[config.mk]
export PLATFORM = sky130hd
export DESIGN_NAME = spi_boot_loader
export DESIGN_NICKNAME = d
export VERILOG_FILES = /design/src/rtl/spi_boot_pkg.sv /design/src/rtl/spi_half_tick.sv /design/src/rtl/spi_lsb_shifter.sv /design/src/rtl/spi_boot_seq.sv /design/src/rtl/spi_boot_loader.sv
export SDC_FILE = /design/constraint.sdc
export NUM_CORES = 1
export LEC_CHECK = 0
export BUFFER_PORTS_ARGS = -buffer_cell sky130_fd_sc_hd__buf_4
export CORE_MARGIN = 1.5
export CORE_UTILIZATION = 45
export DETAILED_ROUTE_END_ITERATION = 8
export GPL_ROUTABILITY_DRIVEN = 0
export PLACE_DENSITY_LB_ADDON = 0.1
export SLEW_MARGIN = 20
export SYNTH_ARGS = -nofsm -noshare
export SYNTH_HDL_FRONTEND = slang
export SYNTH_SLANG_ARGS = --single-unit
[constraint.sdc]
create_clock -name clk -period 5.75 [get_ports clk]
set_input_delay 1.15 -clock clk [delete_from_list [all_inputs] [get_ports clk]]
set_output_delay 1.15 -clock clk [all_outputs]
set_load 0.05 [all_outputs]
[src/rtl/spi_boot_pkg.sv]
// Package: shared state type and command-word builder for the boot loader.
// Assumes the command is always 32 bits: opcode in the low byte, so it is
// the first byte shifted out in LSB-first order.
package spi_boot_pkg;
    typedef enum logic [2:0] {
        ST_IDLE,
        ST_LAUNCH,
        ST_SETUP,
        ST_XFER,
        ST_FINISH
    } boot_state_e;

    // Builds the read command word from opcode and 24-bit source address.
    function automatic logic [31:0] make_read_cmd(input logic [7:0] op,
                                                  input logic [23:0] src);
        return {src, op};
    endfunction
endpackage

[src/rtl/spi_half_tick.sv]
// Module: spi_half_tick
// Emits a one-cycle tick every HALF core cycles while enabled. The count
// clears whenever the enable is low, so the first tick comes exactly HALF
// cycles after the enable rises. Assumes HALF >= 1.
module spi_half_tick #(
    parameter int HALF = 200
) (
    input  logic clk,
    input  logic rst_n,
    input  logic en,
    output logic tick
);
    localparam int CW = (HALF > 1) ? $clog2(HALF) : 1;

    logic [CW-1:0] cnt_q;

    assign tick = en && (cnt_q == CW'(HALF - 1));

    // Counts core cycles within one SCLK half period.
    always_ff @(posedge clk) begin
        if (!rst_n || !en || tick) cnt_q <= '0;
        else                       cnt_q <= cnt_q + CW'(1);
    end
endmodule

[src/rtl/spi_lsb_shifter.sv]
// Module: spi_lsb_shifter
// Transmit and receive shift registers for LSB-first serial data. The
// transmit side loads the command and shifts right on each falling SCLK
// edge, filling with zeros. The receive side shifts MISO in at the top on
// each rising edge, so the first bit of a word ends up in bit 0.
module spi_lsb_shifter #(
    parameter int          WORD_W = 32,
    parameter logic [31:0] CMD    = 32'h0000_0003
) (
    input  logic              clk,
    input  logic              rst_n,
    input  logic              load_cmd,
    input  logic              shift_tx,
    input  logic              sample_rx,
    input  logic              miso,
    output logic              mosi,
    output logic [WORD_W-1:0] rx_next
);
    logic [WORD_W-1:0] tx_q;
    logic [WORD_W-1:0] rx_q;

    assign mosi    = tx_q[0];
    assign rx_next = {miso, rx_q[WORD_W-1:1]};

    // Loads the command and shifts it out one bit per falling edge.
    always_ff @(posedge clk) begin
        if (!rst_n)        tx_q <= '0;
        else if (load_cmd) tx_q <= WORD_W'(CMD);
        else if (shift_tx) tx_q <= tx_q >> 1;
    end

    // Captures MISO on each rising edge into the word being assembled.
    always_ff @(posedge clk) begin
        if (!rst_n)         rx_q <= '0;
        else if (sample_rx) rx_q <= rx_next;
    end
endmodule

[src/rtl/spi_boot_seq.sv]
// Module: spi_boot_seq
// Control for the boot transfer: state machine, SCLK phase, bit and word
// counters, and the registered memory write port. Word slot 0 is the
// command; the data received in that slot is never written. Assumes WORD_W
// is a power of two, so the bit counter wraps naturally.
module spi_boot_seq
    import spi_boot_pkg::*;
#(
    parameter int                WORD_W     = 32,
    parameter int                ADDR_W     = 32,
    parameter int                WORD_COUNT = 384,
    parameter logic [ADDR_W-1:0] MEM_BASE   = 'h0008_0000
) (
    input  logic              clk,
    input  logic              rst_n,
    input  logic              start,
    input  logic              tick,
    input  logic [WORD_W-1:0] rx_next,
    output logic              tick_en,
    output logic              load_cmd,
    output logic              shift_tx,
    output logic              sample_rx,
    output logic              sclk,
    output logic              ss_n,
    output logic              busy,
    output logic              done_irq,
    output logic [ADDR_W-1:0] mem_addr,
    output logic [WORD_W-1:0] mem_wdata,
    output logic              mem_we
);
    localparam int BW  = $clog2(WORD_W);
    localparam int WCW = $clog2(WORD_COUNT + 2);

    boot_state_e        state_q;
    logic               sclk_q;
    logic [BW-1:0]      bit_q;
    logic [WCW-1:0]     word_q;
    logic               rise, fall, word_end, last_fall, active;
    logic [ADDR_W-1:0]  addr_q;
    logic [WORD_W-1:0]  wdata_q;
    logic               we_q;

    assign active    = (state_q == ST_SETUP) || (state_q == ST_XFER);
    assign rise      = tick && ((state_q == ST_SETUP) || ((state_q == ST_XFER) && !sclk_q));
    assign fall      = tick && (state_q == ST_XFER) && sclk_q;
    assign word_end  = rise && (bit_q == BW'(WORD_W - 1));
    assign last_fall = fall && (word_q == WCW'(WORD_COUNT + 1));

    assign tick_en   = active;
    assign load_cmd  = (state_q == ST_LAUNCH);
    assign shift_tx  = fall;
    assign sample_rx = rise;
    assign sclk      = sclk_q;
    assign ss_n      = !active;
    assign busy      = (state_q != ST_IDLE);
    assign done_irq  = (state_q == ST_FINISH);
    assign mem_addr  = addr_q;
    assign mem_wdata = wdata_q;
    assign mem_we    = we_q;

    // Sequences launch, select setup, bit transfer and completion.
    always_ff @(posedge clk) begin
        if (!rst_n) state_q <= ST_LAUNCH;
        else begin
            unique case (state_q)
                ST_IDLE:   if (start) state_q <= ST_LAUNCH;
                ST_LAUNCH: state_q <= ST_SETUP;
                ST_SETUP:  if (tick) state_q <= ST_XFER;
                ST_XFER:   if (last_fall) state_q <= ST_FINISH;
                ST_FINISH: state_q <= ST_IDLE;
                default:   state_q <= ST_IDLE;
            endcase
        end
    end

    // Tracks the serial clock level: high on a rise tick, low on a fall tick.
    always_ff @(posedge clk) begin
        if (!rst_n)    sclk_q <= 1'b0;
        else if (rise) sclk_q <= 1'b1;
        else if (fall) sclk_q <= 1'b0;
    end

    // Counts bits within a word and whole words, the command included.
    always_ff @(posedge clk) begin
        if (!rst_n || load_cmd) begin
            bit_q  <= '0;
            word_q <= '0;
        end else if (rise) begin
            bit_q <= bit_q + BW'(1);
            if (word_end) word_q <= word_q + WCW'(1);
        end
    end

    // Writes each completed data word and skips the command slot.
    always_ff @(posedge clk) begin
        if (!rst_n) begin
            we_q    <= 1'b0;
            addr_q  <= '0;
            wdata_q <= '0;
        end else begin
            we_q <= word_end && (word_q != '0);
            if (word_end && (word_q != '0)) begin
                wdata_q <= rx_next;
                addr_q  <= MEM_BASE + ADDR_W'(word_q) - ADDR_W'(1);
            end
        end
    end
endmodule

[src/rtl/spi_boot_loader.sv]
// Module: spi_boot_loader (top)
// SPI master boot loader in mode 0. Sends a 32-bit LSB-first read command,
// drops the bits received with it, then streams WORD_COUNT words into
// memory from MEM_BASE and pulses done_irq. Assumes CLK_DIV is even and at
// least 2, and WORD_W is 32.
module spi_boot_loader
    import spi_boot_pkg::*;
#(
    parameter int                CLK_DIV    = 400,
    parameter int                WORD_COUNT = 384,
    parameter int                ADDR_W     = 32,
    parameter int                WORD_W     = 32,
    parameter logic [7:0]        OPCODE     = 8'h03,
    parameter logic [23:0]       SRC_ADDR   = 24'h00_0000,
    parameter logic [ADDR_W-1:0] MEM_BASE   = 'h0008_0000
) (
    input  logic              clk,
    input  logic              rst_n,
    input  logic              start,
    input  logic              spi_miso,
    output logic              spi_sclk,
    output logic              spi_mosi,
    output logic              spi_ss_n,
    output logic [ADDR_W-1:0] mem_addr,
    output logic [WORD_W-1:0] mem_wdata,
    output logic              mem_we,
    output logic              busy,
    output logic              done_irq
);
    localparam int          HALF = CLK_DIV / 2;
    localparam logic [31:0] CMD  = make_read_cmd(OPCODE, SRC_ADDR);

    logic              tick, tick_en, load_cmd, shift_tx, sample_rx;
    logic [WORD_W-1:0] rx_next;

    spi_half_tick #(.HALF(HALF)) u_tick (
        .clk(clk), .rst_n(rst_n), .en(tick_en), .tick(tick)
    );

    spi_lsb_shifter #(.WORD_W(WORD_W), .CMD(CMD)) u_shift (
        .clk(clk), .rst_n(rst_n), .load_cmd(load_cmd), .shift_tx(shift_tx),
        .sample_rx(sample_rx), .miso(spi_miso), .mosi(spi_mosi), .rx_next(rx_next)
    );

    spi_boot_seq #(
        .WORD_W(WORD_W), .ADDR_W(ADDR_W), .WORD_COUNT(WORD_COUNT), .MEM_BASE(MEM_BASE)
    ) u_seq (
        .clk(clk), .rst_n(rst_n), .start(start), .tick(tick), .rx_next(rx_next),
        .tick_en(tick_en), .load_cmd(load_cmd), .shift_tx(shift_tx),
        .sample_rx(sample_rx), .sclk(spi_sclk), .ss_n(spi_ss_n), .busy(busy),
        .done_irq(done_irq), .mem_addr(mem_addr), .mem_wdata(mem_wdata), .mem_we(mem_we)
    );
endmodule

==> flow_metrics.env <==
export IMPL_outcome="completed"
export IMPL_fp_dieH_um=104
export IMPL_mostFrequentLayoutCell="dfxtp_1"
export IMPL_tightest_slew_ns=1.06
export IMPL_drtIter0Drc=149
export IMPL_critPathCaptureType="register"
export IMPL_wl_per_cell_um=13.0
export IMPL_syn_area_per_cell_um2=9.02
export IMPL_synth_edf_count=0
export IMPL_ctsResizeCount=0
export IMPL_rsz0062_at_grt="no"
export IMPL_drtAntennaViolNets=0
export IMPL_num_antenna_cells=0
export IMPL_cts_sinks=110
export IMPL_final_layout_size_suffix_gt1_share_pct=17.1
export IMPL_synth_warnings=0
export IMPL_power_total_mw=1.27
export IMPL_dp_final_hpwl_um=5640
export IMPL_die_area_um2=10800
export IMPL_synthArstFlopShare_pct=0
export IMPL_clk_latency_ns=0.37
export IMPL_grt_pass1_wl_um=14700
export IMPL_rows=36
export IMPL_finalCritPeriodShare_pct=57.7
export IMPL_syn_cell_area_um2=4590
export IMPL_syn2layout_area_growth_pct=12.0
export IMPL_synth_flop_cell="dfxtp_1"
export IMPL_cts_tree="built"
export IMPL_final_cell_mix="110 x dfxtp_1, 84 x nand2_1, 62 x buf_4, 48 x nand3_1, 41 x o21ai_0"
export IMPL_via_per_inst=5.17
export IMPL_period_minus_slack_ns=3.32
export IMPL_p_leak_nw=2.08
export IMPL_start_util_pct=46.8
export IMPL_ioPinCount=74
export IMPL_critPathKind="in -> reg"
export IMPL_num_vias=3497
export IMPL_max_freq_ghz=0.301
export IMPL_synth_seq_cells=110
export IMPL_die_x_um=104
export IMPL_wirelength_um=8770
export IMPL_placed_cell_area_um2=4960
export IMPL_synthTopCellsByArea="dfxtp_1 48%, mux2i_1 7.4%, nand2_1 6.9%"
export IMPL_grt_usage_pct=16.4
export IMPL_numCtsBuffers=9
export IMPL_io_buffers=61
export IMPL_max_cap_violations=0
export IMPL_fin_tns_setup_ns=0
export IMPL_crit_fanout=111
export IMPL_grt_overflow=0
export IMPL_final_cell_area_um2=5140
export IMPL_slew_headroom_pct=29.5
export IMPL_postCtsSetupBuffers=0
export IMPL_clk_pin_slew_ns=0.11
export IMPL_antenna_found_initial=0
export IMPL_vdd_drop_max_uv=113
export IMPL_drc=0
export IMPL_yosys_area_top_type="dfxtp_1"
export IMPL_setup_viol=0
export IMPL_crit_required_ns=6.06
export IMPL_yosysTopAreaCellShare_pct=47.9
export IMPL_finalHoldViolCount=0
export IMPL_cts_max_level=3
export IMPL_startpoint_type="primary input"
export IMPL_cts_root_buf="clkbuf_8"
export IMPL_final_nets=550
export IMPL_power_density_nw_per_um2=246
export IMPL_hold_class="reg -> reg"
export IMPL_coreArea_um2=9820
export IMPL_ys_seq_area_share_pct=47.9
export IMPL_grt_pass1_vias=3078
export IMPL_grt_max_degree=112
export IMPL_finClkSkew_ns=0.00810
export IMPL_syn_inst=509
export IMPL_hold_buffers=0
export IMPL_yosysUniqueCellTypes=48
export IMPL_drtPass1Iterations=4
export IMPL_arrival_ns=3.63
export IMPL_drv_slew=0
export IMPL_clk_path_buf_depth=2
==> where the power goes <==
part / leakage (nW) / switching [mW] / total (mW) / internal [mW]
clock network: 0.0944 / 0.274 / 0.440 / 0.167
registers: 0.887 / 0.00404 / 0.769 / 0.765
logic: 1.10 / 0.0486 / 0.0582 / 0.00966
total: 2.08 / 0.326 / 1.27 / 0.941
==> flip-flops by register name, indices dropped and copies added, names as in the netlist <==
register / count
u_shift.tx_q: 2
u_seq.bit_q: 5
u_shift.rx_q: 31
u_seq.mem_we: 1
u_tick.cnt_q: 8
u_seq.word_q: 9
u_seq.state_q: 3
u_seq.mem_addr: 18
u_seq.sclk: 1
u_seq.mem_wdata: 32
==> cell usage after synthesis, types with 8 or more instances <==
cell type,n
buf_2,9
nand2_1,84
o21ai_0,41
mux2i_1,34
dfxtp_1,110
a31oi_1,10
nor2_1,18
nand3_1,48
a211oi_1,10
ha_1,8
buf_4,18
clkbuf_1,25
==> worst max-delay path, cell delays in order <==
cell,delay [ns]
buf_4,0.71
clkinv_1,0.81
nor2_1,0.68
o211ai_1,0.16
nand2_1,0.09
==> area by class of cell <==
type                    instances  area [um^2]
well taps                     133          166
fillers                       949         4670
inverters                       8         30.0
repair buffers                 62          465
clock buffers                  10          128
multi-input cells             347         2100
clock inverters                 6         56.3
flip-flops and latches        110         2200
==> worst paths after layout <==
kind / slack, ns / start / to / depth (start not counted)
worst max-delay path: 2.43 / rst_n / u_seq.word_q[4] / 5
worst min-delay path: 0.47 / u_seq.mem_wdata[16] / u_seq.mem_wdata[16] / 2
worst max register to register: 2.92 / u_seq.state_q[1] / u_seq.mem_addr[3] / 4
worst min register to register: 0.47 / u_seq.mem_wdata[16] / u_seq.mem_wdata[16] / 2
==> cells by family (layout without fill, tap and decap cells) <==
kind of cell    count (synthesis)  after routing  synth area share (%)
flops                         110            110                  47.9
simple gates                  198            198                  21.7
fa+ha+maj                       8              8                  2.18
xor+xnor                       13             13                  2.48
compound gates                 82             82                  10.9
other cells                     1             12                0.0816
buf+inv                        63             86                  7.35
mux                            34             34                  7.41
==> routing by layer <==
| layer | up-vias | track usage [%] | wire, um |
|---|---|---|---|
| met5 | - | 0 | 0 |
| met4 | 0 | 5.95 | 125 |
| met3 | 11 | 2.69 | 248 |
| met2 | 62 | 24.4 | 3740 |
| met1 | 1619 | 23.8 | 4650 |
| li1 | 1805 | - | - |
==> metrics by stage <==
| step | std cells | worst slack [ns] | hold slack, ns | util, % |
|---|---|---|---|---|
| global placement | 660 | 2.05 | 0.447 | 50.5 |
| finish | 676 | 2.43 | 0.466 | 52.4 |
| floorplan | 520 | 3.49 | 0.438 | - |
| global route | 676 | 2.04 | 0.487 | 52.4 |
| CTS | 676 | 2.36 | 0.471 | 52.4 |
| detailed placement | 660 | 1.96 | 0.446 | 50.5 |
No activity file was read; power rests on OpenSTA's default activity.
